File: config.mk
export PLATFORM = sky130hd
export DESIGN_NAME = l2hp_parser
export DESIGN_NICKNAME = d
export VERILOG_FILES = /design/src/rtl/l2hp_pkg.sv /design/src/rtl/l2hp_type_class.sv /design/src/rtl/l2hp_walk.sv /design/src/rtl/l2hp_capture.sv /design/src/rtl/l2hp_parser.sv
export SDC_FILE = /design/constraint.sdc
export NUM_CORES = 1
export LEC_CHECK = 0
export ABC_AREA = 1
export ABC_CLOCK_PERIOD_IN_PS = 7400
export BUFFER_PORTS_ARGS = -buffer_cell sky130_fd_sc_hd__clkbuf_2
export CAP_MARGIN = 20
export CORE_ASPECT_RATIO = 0.5
export CORE_MARGIN = 2
export CORE_UTILIZATION = 34
export CTS_BUF_LIST = sky130_fd_sc_hd__clkbuf_8
export DETAILED_ROUTE_END_ITERATION = 6
export PLACE_DENSITY = 0.61
export SLEW_MARGIN = 20
export SYNTH_ARGS = -nofsm -noshare
export SYNTH_HDL_FRONTEND = slang
export SYNTH_SLANG_ARGS = --single-unit
File: constraint.sdc
create_clock -name clk -period 7.4 [get_ports clk]
set_input_delay 1.11 -clock clk [delete_from_list [all_inputs] [get_ports clk]]
set_output_delay 1.11 -clock clk [all_outputs]
set_load 0.05 [all_outputs]
File: src/rtl/l2hp_pkg.sv
package l2hp_pkg;

  typedef enum logic [3:0] {
    ST_IDLE,
    ST_OFF,
    ST_MAC,
    ST_ETY,
    ST_VTCI,
    ST_VETY,
    ST_MPLS,
    ST_LLC,
    ST_SNAP,
    ST_WAIT
  } walk_st_e;

  localparam logic [15:0] TYPE_TAG     = 16'h8100;
  localparam logic [15:0] TYPE_MPLS_UC = 16'h8847;
  localparam logic [15:0] TYPE_MPLS_MC = 16'h8848;
  localparam logic [15:0] TYPE_MIN     = 16'h0600;
  localparam logic [23:0] SNAP_MARK    = 24'hAAAA03;
  localparam int          ADDR_BYTES   = 12;

endpackage

File: src/rtl/l2hp_type_class.sv
module l2hp_type_class
  import l2hp_pkg::*;
(
  input  logic [15:0] word,
  input  logic [23:0] llc3,
  output logic        is_tag,
  output logic        is_mpls,
  output logic        is_len,
  output logic        is_snap
);

  always_comb begin
    is_tag  = (word == TYPE_TAG);
    is_mpls = (word == TYPE_MPLS_UC) || (word == TYPE_MPLS_MC);
    is_len  = (word < TYPE_MIN);
    is_snap = (llc3 == SNAP_MARK);
  end

endmodule

File: src/rtl/l2hp_walk.sv
module l2hp_walk
  import l2hp_pkg::*;
#(
  parameter int DEPTH_W  = 2,
  parameter int MAX_VLAN = 4,
  parameter int MAX_MPLS = 8,
  parameter int OFF_W    = 7
) (
  input  logic               clk,
  input  logic               rst_n,
  input  logic [DEPTH_W-1:0] cfg_depth,
  input  logic               in_valid,
  input  logic               in_sof,
  input  logic               in_eof,
  input  logic [7:0]         in_data,
  output logic [15:0]        word,
  output logic               clr,
  output logic               mac_sh,
  output logic               mac_ok,
  output logic               ety1,
  output logic               tci_ld,
  output logic               fin_ld,
  output logic               set_mpls,
  output logic               set_llc,
  output logic               set_snap,
  output logic               fin,
  output logic               fin_ok,
  output logic               fin_err,
  output logic [OFF_W-1:0]   off_n
);

  localparam int VC_W = $clog2(MAX_VLAN + 1);
  localparam int MC_W = $clog2(MAX_MPLS);
  localparam logic [3:0]      SUB_ADDR_LAST = 4'(ADDR_BYTES - 1);
  localparam logic [VC_W-1:0] VC_MAX        = VC_W'(MAX_VLAN);
  localparam logic [VC_W-1:0] VC_ONE        = VC_W'(1);
  localparam logic [MC_W-1:0] MC_LAST       = MC_W'(MAX_MPLS - 1);

  walk_st_e         st_q, st_n;
  logic [3:0]       sub_q, sub_n;
  logic [VC_W-1:0]  vc_q, vc_n;
  logic [MC_W-1:0]  mc_q, mc_n;
  logic [OFF_W-1:0] pos_q, pos_n;
  logic             sbot_q, sbot_n;
  logic [15:0]      sh_q;
  logic             is_tag, is_mpls, is_len, is_snap;
  logic             en, in_parse;

  assign word  = {sh_q[7:0], in_data};
  assign off_n = pos_q + OFF_W'(1);
  assign en    = |cfg_depth;

  l2hp_type_class u_class (
    .word    (word),
    .llc3    ({sh_q, in_data}),
    .is_tag  (is_tag),
    .is_mpls (is_mpls),
    .is_len  (is_len),
    .is_snap (is_snap)
  );

  always_comb begin
    in_parse = st_q inside {ST_MAC, ST_ETY, ST_VTCI, ST_VETY, ST_MPLS, ST_LLC, ST_SNAP};
  end

  always_comb begin
    st_n     = st_q;
    sub_n    = sub_q;
    vc_n     = vc_q;
    mc_n     = mc_q;
    pos_n    = pos_q;
    sbot_n   = sbot_q;
    clr      = 1'b0;
    mac_sh   = 1'b0;
    mac_ok   = 1'b0;
    ety1     = 1'b0;
    tci_ld   = 1'b0;
    fin_ld   = 1'b0;
    set_mpls = 1'b0;
    set_llc  = 1'b0;
    set_snap = 1'b0;
    fin      = 1'b0;
    fin_ok   = 1'b0;
    fin_err  = 1'b0;
    if (in_valid) begin
      if (in_sof) begin
        clr   = 1'b1;
        vc_n  = '0;
        mc_n  = '0;
        sub_n = 4'd1;
        pos_n = OFF_W'(1);
        if (en) begin
          mac_sh = 1'b1;
          st_n   = ST_MAC;
          if (in_eof) begin
            fin  = 1'b1;
            st_n = ST_IDLE;
          end
        end else begin
          st_n = in_eof ? ST_IDLE : ST_OFF;
        end
      end else begin
        if (pos_q != '1) pos_n = pos_q + OFF_W'(1);
        sub_n = sub_q + 4'd1;
        case (st_q)
          ST_MAC: begin
            mac_sh = 1'b1;
            if (sub_q == SUB_ADDR_LAST) begin
              mac_ok = 1'b1;
              sub_n  = '0;
              st_n   = ST_ETY;
            end
          end
          ST_ETY, ST_VETY: begin
            if (sub_q[0]) begin
              sub_n = '0;
              if (st_q == ST_ETY) ety1 = 1'b1;
              if (is_tag) begin
                if (vc_q == VC_MAX) begin
                  fin     = 1'b1;
                  fin_err = 1'b1;
                end else begin
                  vc_n = vc_q + VC_ONE;
                  st_n = ST_VTCI;
                end
              end else begin
                fin_ld = 1'b1;
                if (is_mpls) begin
                  set_mpls = 1'b1;
                  st_n     = ST_MPLS;
                end else if (is_len) begin
                  set_llc = 1'b1;
                  st_n    = ST_LLC;
                end else begin
                  fin    = 1'b1;
                  fin_ok = 1'b1;
                end
              end
            end
          end
          ST_VTCI: begin
            if (sub_q[0]) begin
              if (vc_q == VC_ONE) tci_ld = 1'b1;
              sub_n = '0;
              st_n  = ST_VETY;
            end
          end
          ST_MPLS: begin
            if (sub_q == 4'd2) sbot_n = in_data[0];
            if (sub_q == 4'd3) begin
              sub_n = '0;
              if (sbot_q) begin
                fin    = 1'b1;
                fin_ok = 1'b1;
              end else if (mc_q == MC_LAST) begin
                fin     = 1'b1;
                fin_err = 1'b1;
              end else begin
                mc_n = mc_q + MC_W'(1);
              end
            end
          end
          ST_LLC: begin
            if (sub_q == 4'd2) begin
              sub_n = '0;
              if (is_snap) begin
                set_snap = 1'b1;
                st_n     = ST_SNAP;
              end else begin
                fin    = 1'b1;
                fin_ok = 1'b1;
              end
            end
          end
          ST_SNAP: begin
            if (sub_q == 4'd4) begin
              fin_ld = 1'b1;
              fin    = 1'b1;
              fin_ok = 1'b1;
            end
          end
          default: ;
        endcase
        if (in_parse) begin
          if (fin) begin
            st_n = in_eof ? ST_IDLE : ST_WAIT;
          end else if (in_eof) begin
            fin  = 1'b1;
            st_n = ST_IDLE;
          end
        end else if (in_eof) begin
          st_n = ST_IDLE;
        end
      end
    end
  end

  always_ff @(posedge clk or negedge rst_n) begin
    if (!rst_n) begin
      st_q   <= ST_IDLE;
      sub_q  <= '0;
      vc_q   <= '0;
      mc_q   <= '0;
      pos_q  <= '0;
      sbot_q <= 1'b0;
      sh_q   <= '0;
    end else if (in_valid) begin
      st_q   <= st_n;
      sub_q  <= sub_n;
      vc_q   <= vc_n;
      mc_q   <= mc_n;
      pos_q  <= pos_n;
      sbot_q <= sbot_n;
      sh_q   <= {sh_q[7:0], in_data};
    end
  end

endmodule

File: src/rtl/l2hp_capture.sv
module l2hp_capture
  import l2hp_pkg::*;
#(
  parameter int OFF_W = 7
) (
  input  logic             clk,
  input  logic             rst_n,
  input  logic [7:0]       in_data,
  input  logic [15:0]      word,
  input  logic             clr,
  input  logic             mac_sh,
  input  logic             mac_ok,
  input  logic             ety1,
  input  logic             tci_ld,
  input  logic             fin_ld,
  input  logic             set_mpls,
  input  logic             set_llc,
  input  logic             set_snap,
  input  logic             fin,
  input  logic             fin_ok,
  input  logic             fin_err,
  input  logic [OFF_W-1:0] off_n,
  output logic             done,
  output logic [47:0]      dmac,
  output logic [47:0]      smac,
  output logic             mac_vld,
  output logic [15:0]      etype1,
  output logic             etype1_vld,
  output logic [15:0]      final_t,
  output logic             final_vld,
  output logic [15:0]      tci,
  output logic             vlan,
  output logic             mpls,
  output logic             llc,
  output logic             snap,
  output logic [OFF_W-1:0] l3_off,
  output logic             err,
  output logic             trunc
);

  localparam int SR_W = 8 * ADDR_BYTES;

  logic [SR_W-1:0] mac_sr;
  logic            trunc_hit;

  assign trunc_hit = fin & ~fin_ok & ~fin_err;
  assign dmac      = mac_sr[SR_W-1 -: 48];
  assign smac      = mac_sr[47:0];

  always_ff @(posedge clk or negedge rst_n) begin
    if (!rst_n) begin
      done       <= 1'b0;
      mac_sr     <= '0;
      mac_vld    <= 1'b0;
      etype1     <= '0;
      etype1_vld <= 1'b0;
      final_t    <= '0;
      final_vld  <= 1'b0;
      tci        <= '0;
      vlan       <= 1'b0;
      mpls       <= 1'b0;
      llc        <= 1'b0;
      snap       <= 1'b0;
      l3_off     <= '0;
      err        <= 1'b0;
      trunc      <= 1'b0;
    end else begin
      done <= fin;
      if (mac_sh) mac_sr <= {mac_sr[SR_W-9:0], in_data};
      if (clr) begin
        mac_vld    <= 1'b0;
        etype1_vld <= 1'b0;
        final_vld  <= 1'b0;
        vlan       <= 1'b0;
        mpls       <= 1'b0;
        llc        <= 1'b0;
        snap       <= 1'b0;
        err        <= 1'b0;
        trunc      <= 1'b0;
      end
      if (mac_ok) mac_vld <= 1'b1;
      if (ety1) begin
        etype1     <= word;
        etype1_vld <= 1'b1;
      end
      if (tci_ld) begin
        tci  <= word;
        vlan <= 1'b1;
      end
      if (fin_ld)   final_t <= word;
      if (set_mpls) mpls    <= 1'b1;
      if (set_llc)  llc     <= 1'b1;
      if (set_snap) snap    <= 1'b1;
      if (fin_ok) begin
        final_vld <= 1'b1;
        l3_off    <= off_n;
      end
      if (fin_err)   err   <= 1'b1;
      if (trunc_hit) trunc <= 1'b1;
    end
  end

endmodule

File: src/rtl/l2hp_parser.sv
module l2hp_parser
  import l2hp_pkg::*;
#(
  parameter int DEPTH_W  = 2,
  parameter int MAX_VLAN = 4,
  parameter int MAX_MPLS = 8,
  parameter int OFF_W    = 7
) (
  input  logic               clk,
  input  logic               rst_n,
  input  logic [DEPTH_W-1:0] cfg_depth,
  input  logic               in_valid,
  input  logic               in_sof,
  input  logic               in_eof,
  input  logic [7:0]         in_data,
  output logic               res_done,
  output logic [47:0]        res_dmac,
  output logic [47:0]        res_smac,
  output logic               res_mac_vld,
  output logic [15:0]        res_etype1,
  output logic               res_etype1_vld,
  output logic [15:0]        res_final,
  output logic               res_final_vld,
  output logic [15:0]        res_tci,
  output logic               res_vlan,
  output logic               res_mpls,
  output logic               res_llc,
  output logic               res_snap,
  output logic [OFF_W-1:0]   res_l3_off,
  output logic               res_err,
  output logic               res_trunc
);

  logic [1:0]       rs_q;
  logic             rst_int_n;
  logic [15:0]      word;
  logic             clr, mac_sh, mac_ok, ety1, tci_ld, fin_ld;
  logic             set_mpls, set_llc, set_snap, fin, fin_ok, fin_err;
  logic [OFF_W-1:0] off_n;

  always_ff @(posedge clk or negedge rst_n) begin
    if (!rst_n) rs_q <= '0;
    else        rs_q <= {rs_q[0], 1'b1};
  end
  assign rst_int_n = rs_q[1];

  l2hp_walk #(
    .DEPTH_W  (DEPTH_W),
    .MAX_VLAN (MAX_VLAN),
    .MAX_MPLS (MAX_MPLS),
    .OFF_W    (OFF_W)
  ) u_walk (
    .clk      (clk),
    .rst_n    (rst_int_n),
    .cfg_depth(cfg_depth),
    .in_valid (in_valid),
    .in_sof   (in_sof),
    .in_eof   (in_eof),
    .in_data  (in_data),
    .word     (word),
    .clr      (clr),
    .mac_sh   (mac_sh),
    .mac_ok   (mac_ok),
    .ety1     (ety1),
    .tci_ld   (tci_ld),
    .fin_ld   (fin_ld),
    .set_mpls (set_mpls),
    .set_llc  (set_llc),
    .set_snap (set_snap),
    .fin      (fin),
    .fin_ok   (fin_ok),
    .fin_err  (fin_err),
    .off_n    (off_n)
  );

  l2hp_capture #(
    .OFF_W (OFF_W)
  ) u_cap (
    .clk       (clk),
    .rst_n     (rst_int_n),
    .in_data   (in_data),
    .word      (word),
    .clr       (clr),
    .mac_sh    (mac_sh),
    .mac_ok    (mac_ok),
    .ety1      (ety1),
    .tci_ld    (tci_ld),
    .fin_ld    (fin_ld),
    .set_mpls  (set_mpls),
    .set_llc   (set_llc),
    .set_snap  (set_snap),
    .fin       (fin),
    .fin_ok    (fin_ok),
    .fin_err   (fin_err),
    .off_n     (off_n),
    .done      (res_done),
    .dmac      (res_dmac),
    .smac      (res_smac),
    .mac_vld   (res_mac_vld),
    .etype1    (res_etype1),
    .etype1_vld(res_etype1_vld),
    .final_t   (res_final),
    .final_vld (res_final_vld),
    .tci       (res_tci),
    .vlan      (res_vlan),
    .mpls      (res_mpls),
    .llc       (res_llc),
    .snap      (res_snap),
    .l3_off    (res_l3_off),
    .err       (res_err),
    .trunc     (res_trunc)
  );

endmodule

==> Word-level counts from Yosys, hierarchy flattened <==
Index checks and enable logic that the tools add are counted.
{ "word_totals": {"output_inout_bits": 161, "inputBits": 15, "regBits": 201, "word_cells": 202} }
{ "classes": {"eq_ne": 22, "muxes": 123, "add_sub_neg": 4, "bitwise": 5, "order_cmp": 1, "n_reduce_logical": 24} }
{ "op_table": {"columns": ["op", "count"], "rows": [
  ["2-to-1 mux 1 bit", 84],
  ["2-to-1 mux 4 bit", 20],
  ["== test 16 bit, second input constant", 3],
  ["one-hot mux 4 bit (4 select lines)", 2],
  ["2-to-1 mux 3 bit", 10],
  ["nonzero test 2 bit", 15],
  ["== test 24 bit, second input constant", 1],
  ["== test 4 x 3 -> 1 bit, second input constant", 5],
  ["== test 4 x 2 -> 1 bit, second input constant", 4],
  ["< comparator 16 x 11 -> 1 bit, second input constant", 1],
  ["2-to-1 mux 7 bit", 2],
  ["AND reduction 5 bit", 2],
  ["== test 4 bit, second input constant", 2],
  ["one-hot mux 1 bit (4 select lines)", 2],
  ["adder 7 x 1 -> 7 bit, second input constant", 1],
  ["inequality test 7 bit, second input constant", 1],
  ["nonzero test 7 bit", 1],
  ["adder 3 x 1 -> 3 bit, second input constant", 2],
  ["== test 3 bit, second input constant", 2],
  ["inequality test 2 bit, second input constant", 3],
  ["adder 4 x 1 -> 4 bit, second input constant", 1],
  ["one-hot mux 1 bit (2 select lines)", 2],
  ["AND reduction 4 bit", 1],
  ["OR reduction 2 bit", 2],
  ["7 further kinds", 10]
]} }

==> Logic depth before layout (Yosys ltp) <==
{ "depth": {"depth_word": 15, "depth_mapped": 14, "depth_no_buf": 14} }

==> Modules after synthesis <==
Synthesis repeated with hierarchy kept, for this count alone.
{ "hier_totals": {"cells_unflattened": 1076, "hier_area_um2": 9016.1} }
{ "modules_own_cells": {"columns": ["mod", "cells_each", "area_each_um2", "seq_area_each_um2", "n_inst"], "rows": [
  ["l2hp_capture", 674, 6241.0, 4028.9, 1],
  ["l2hp_walk", 338, 2473.6, 950.9, 1],
  ["l2hp_type_class", 61, 247.7, 0.0, 1],
  ["l2hp_parser", 3, 53.8, 50.0, 1]
]} }

==> Least setup slack after synthesis <==
OpenSTA, ideal clock, no wires.
{ "synth_path": {"path_type": "input -> register", "from": "input port in_data[5]", "to": "register u_cap.l3_off[5]", "setup_slack_ns": 5.167, "required_ns": 7.326, "n_path_buf": 1, "setup_time_ns": 0.074, "arrival_time_ns": 2.159, "cell_stages": 12, "path_cell_list": "nor2_2 nand2_1 nor2_1 nand3_1 nand2_1 nand2_1 inv_2 nand3_2 nand2_4 buf_6 nand2_2 o21ai_2"} }
{ "synth_via": {"elab_chain_len": 8, "word_cells_on_any_way": 15, "classes_between": "order compare: 1; eq/ne: 4; mux: 9; reduce/logical: 1"} }
{ "synth_rtl": {"columns": ["element", "line_no", "rtl"], "rows": [
  ["from (decl)", "l2hp_parser.sv:15", "input logic [7:0] in_data,"],
  ["< comparator 16 x 11 -> 1 bit or == test 16 bit (tied branches)", "l2hp_type_class.sv:15, l2hp_type_class.sv:14", null],
  ["2-to-1 mux 1 bit or logical OR 1 bit (tied branches)", "l2hp_walk.sv:131, l2hp_type_class.sv:14", null],
  ["2-to-1 mux 1 bit", "l2hp_walk.sv:128", "if (is_mpls) begin"],
  ["2-to-1 mux 1 bit", "l2hp_walk.sv:118", "if (is_tag) begin"],
  ["2-to-1 mux 1 bit", "l2hp_walk.sv:115", "if (sub_q[0]) begin"],
  ["one-hot mux 1 bit (4 select lines) (*)", "l2hp_walk.sv:105", "case (st_q)"],
  ["2-to-1 mux 1 bit (*)", "l2hp_walk.sv:86", "if (in_sof) begin"],
  ["2-to-1 mux 1 bit (*)", "l2hp_walk.sv:85", "if (in_valid) begin"],
  ["to (signal assigned)", "l2hp_capture.sv:96", "l3_off <= off_n;"],
  ["to (decl)", "l2hp_capture.sv:36", "output logic [OFF_W-1:0] l3_off,"]
]} }
Every way passes the cells marked *; elsewhere a longest branch is shown, timed or not.
A chain may end at the register's enable or synchronous reset.

==> Worst setup path after layout <==
{ "layout_path": {"from": "input port in_valid", "to": "register u_cap.mac_sr[95]"} }
{ "layout_via": {"elab_chain_len": 1} }
{ "layout_rtl": {"columns": ["element", "line_no", "rtl"], "rows": [
  ["from (decl)", "l2hp_parser.sv:12", "input logic in_valid,"],
  ["2-to-1 mux 1 bit", "l2hp_walk.sv:85", null],
  ["to (signal assigned)", "l2hp_capture.sv:69", "if (mac_sh) mac_sr <= {mac_sr[SR_W-9:0], in_data};"],
  ["to (decl)", "l2hp_capture.sv:43", "logic [SR_W-1:0] mac_sr;"]
]} }
Every way passes these cells.

==> out/results.ini <==
[worst_setup_path]
cp_cell_sequence = clkbuf_2, inv_2, nor2_8, inv_2, o22ai_4, buf_12, mux2_2
cp_common_cell = inv_2
cp_num_cells = 7
crit_start = in_valid
r2r-start = u_walk.st_q[1]
arrival_ps = 3410
critPathCapture = u_cap.mac_sr[95]
critPathCaptureType = register
slowest_delay_ps = 470
crit_type = primary input to register
path_buf_inv = 4
r2r_end = u_cap.mac_sr[95]
reg2reg_depth = 6
rrSetupSlack_ps = 5230
worstPathMaxFanout = 191
crit_path_start_kind = primary input
cp_top_family = buffers and inverters
worst_ep_required_time_ps = 7830
crit_slowest_cell = buf_12

[cells_and_area]
fillCellCount = 2471
diodes = 0
final_layout_size_suffix_gt1_frac = 0.2329
areaGrowthSynthToFinish_pct = 19.96
nNetsFinal = 1134

[clocking]
clk_path_buf_depth = 3
cts_tree = done
clk_latency_ps = 550
htree_levels = 1
clk_pin_slew_worst_paths_ps = 70
cts_root_buf = clkbuf_8
postCtsSetupBuffers = 0
cts_resized = 0
cts_buffers = 31
postCtsHoldBufs = 0
clock-sinks = 201

[logic_synthesis]
synth_cell_types = 38
yosys_warnings = 0
ys_seq_area_frac = 0.5942
synth_common_cells = nand2_1 (202), dfrtp_1 (201), o21ai_0 (97), inv_1 (96), nor2_1 (95)
synth_nets = 960
syn_avg_cell_area_sq_um = 9.043
synth_seq_cells = 201
synth-edff-count = 0
netlist_top_cells_area = dfrtp_1 (59%), nand2_1 (9.0%), o21ai_0 (5.7%), inv_1 (4.3%), nor2_1 (4.2%)
synth_ff_type = dfrtp_1
yosys.area.top_type = dfrtp_1
synthMostInstantiatedCell = nand2_1
async_reset_ff_frac = 1.000
synth_top_area_frac = 0.5942
synthCells = 936
syn_area_sq_um = 8464

[route]
drt-total-wl_mm = 21.65
ant_nets = 0
drtIter0Drc = 519
num_vias = 6741
drc = 0
dr.pass1.iters = 5
viasPerCell = 4.614
wl_per_cell_microns = 14.82

[sta]
hold_viol = 0
post-route-period-util = 0.4027
max_freq_ghz = 0.3355
skew_ps = 11.49
timing.final.crit_period_ps = 2980
slew_violations = 0
layout_setup_ws_ps = 4420
final-setup-viol-count = 0
tns_ps = 0
worst_pin_slew_ps = 833.9
relSlewSlack = 0.4441
rsz0062_at_grt = no

[placed_design]
place_ws_ps = 3874
port_buffers = 175
place.gp.congestion = 0.9124
hpwl_mm = 15.37

[power_and_ir_drop]
ir_drop_v = 0.0001920
powerDensity_nw_per_um2 = 381.9
leakagePower_nw = 5.164

[die]
die_area_sq_um = 26250
ios = 176
fp.coreArea_sq_um = 24220
rows = 40
die_w_microns = 227.1
dieHeight_microns = 115.6
start_util = 0.3494

[global_route]
track_usage = 0.1652
grt-ovfl-total = 0
grt_pass1_wl_mm = 34.76
grt_pass1_vias = 6600
antenna_found_initial = 0
grt_max_degree = 192

[worst_hold_path]
hp-class = register to asynchronous set/reset pin

[run]
maxCapViolCount = 0

[run_status]
outcome = complete, no violations

layout make-up:
class                   count  area (sq um)  area share
flip-flops and latches    201          5034      0.4957
multi-input cells         588          2821      0.2779
repair buffers            179         918.4     0.09045
clock buffers              37         509.2     0.05015
well taps                 336         420.4     0.04140
inverters                 109         409.1     0.04030
clock inverters            11         41.29    0.004067
metrics by stage:
step | hold WS (ps) | util | power (W) | cell area [sq um] | cells
floorplan | 331.2 | - | 0.002661 | 8464 | 936
global placement | 234.8 | 0.3962 | 0.003034 | 9598 | 1413
detailed placement | 242.7 | 0.3962 | 0.003059 | 9598 | 1413
CTS | 246.9 | 0.4190 | 0.003923 | 10150 | 1461
global route | 273.0 | 0.4192 | 0.004088 | 10150 | 1461
finish | 233.0 | 0.4192 | 0.003877 | 10150 | 1461
sequential cells by signal (all words and copies together) (netlist names), 2 cells and up:
name and count:
u_cap.tci 16, u_cap.l3_off 7, u_walk.mc_q 3, u_cap.mac_sr 96, u_cap.final_t 16, u_cap.etype1 16, u_walk.sh_q 16, u_walk.vc_q 3
u_walk.st_q 4, u_walk.sub_q 4, rs_q 2, u_walk.pos_q 7
layout by cell type, fill, tap and decap left out, drive strengths merged:
master and n:
nand2b 1, a22oi 2, ha 9, mux2 1, buf 4, a31oi 3, o22ai 10, o21a 1
xor2 6, nand3 35, a211oi 1, a21oi 52, nor4 2, or2 2, dfrtp 201, nand2 211
o41ai 1, nand4 1, xnor2 1, clkbuf 212, nor2 102, conb 1, nor3 7, inv 120
o21ai 139
power breakdown:
| group | total (W) | switching [W] | internal, W |
|---|---|---|---|
| Clock | 0.000849 | 0.000407 | 0.000442 |
| Sequential | 0.00154 | 0.000186 | 0.00135 |
| Combinational | 0.00149 | 0.00120 | 0.000296 |
| Total | 0.00388 | 0.00179 | 0.00209 |
per-layer routing:
| metal | up-vias | share of wire | wire (microns) | GRT usage |
|---|---|---|---|---|
| met4 | 0 | 0.017 | 362 | 0.04357 |
| met5 | - | 0 | 0 | 0 |
| met3 | 30 | 0.042 | 906 | 0.02637 |
| li1 | 3326 | - | - | - |
| met1 | 3255 | 0.46 | 9899 | 0.2210 |
| met2 | 130 | 0.48 | 10480 | 0.2821 |
cells by family after synthesis:
| kind of cell | Yosys count | share of synthesized area |
|---|---|---|
| buffers and inverters | 147 | 0.07391 |
| adders and majority gates | 9 | 0.01330 |
| DFF | 201 | 0.5942 |
| AOI/OAI and AO/OA | 209 | 0.1310 |
| and+or+nand+nor | 361 | 0.1786 |
| muxes | 1 | 0.001330 |
| other | 1 | 0.0004430 |
| xor gates and xnor gates | 7 | 0.007243 |
worst min path at each step:
stage                       endpoint  cells past startpoint
floorplan                    rs_q[1]                      0
global placement    u_cap.etype1[12]                      0
detailed placement  u_cap.etype1[12]                      0
CTS                  u_cap.etype1[9]                      0
global route        u_cap.etype1[15]                      0
finish               u_cap.etype1[9]                      0
Note: power is estimated with default switching activity, not from simulation.
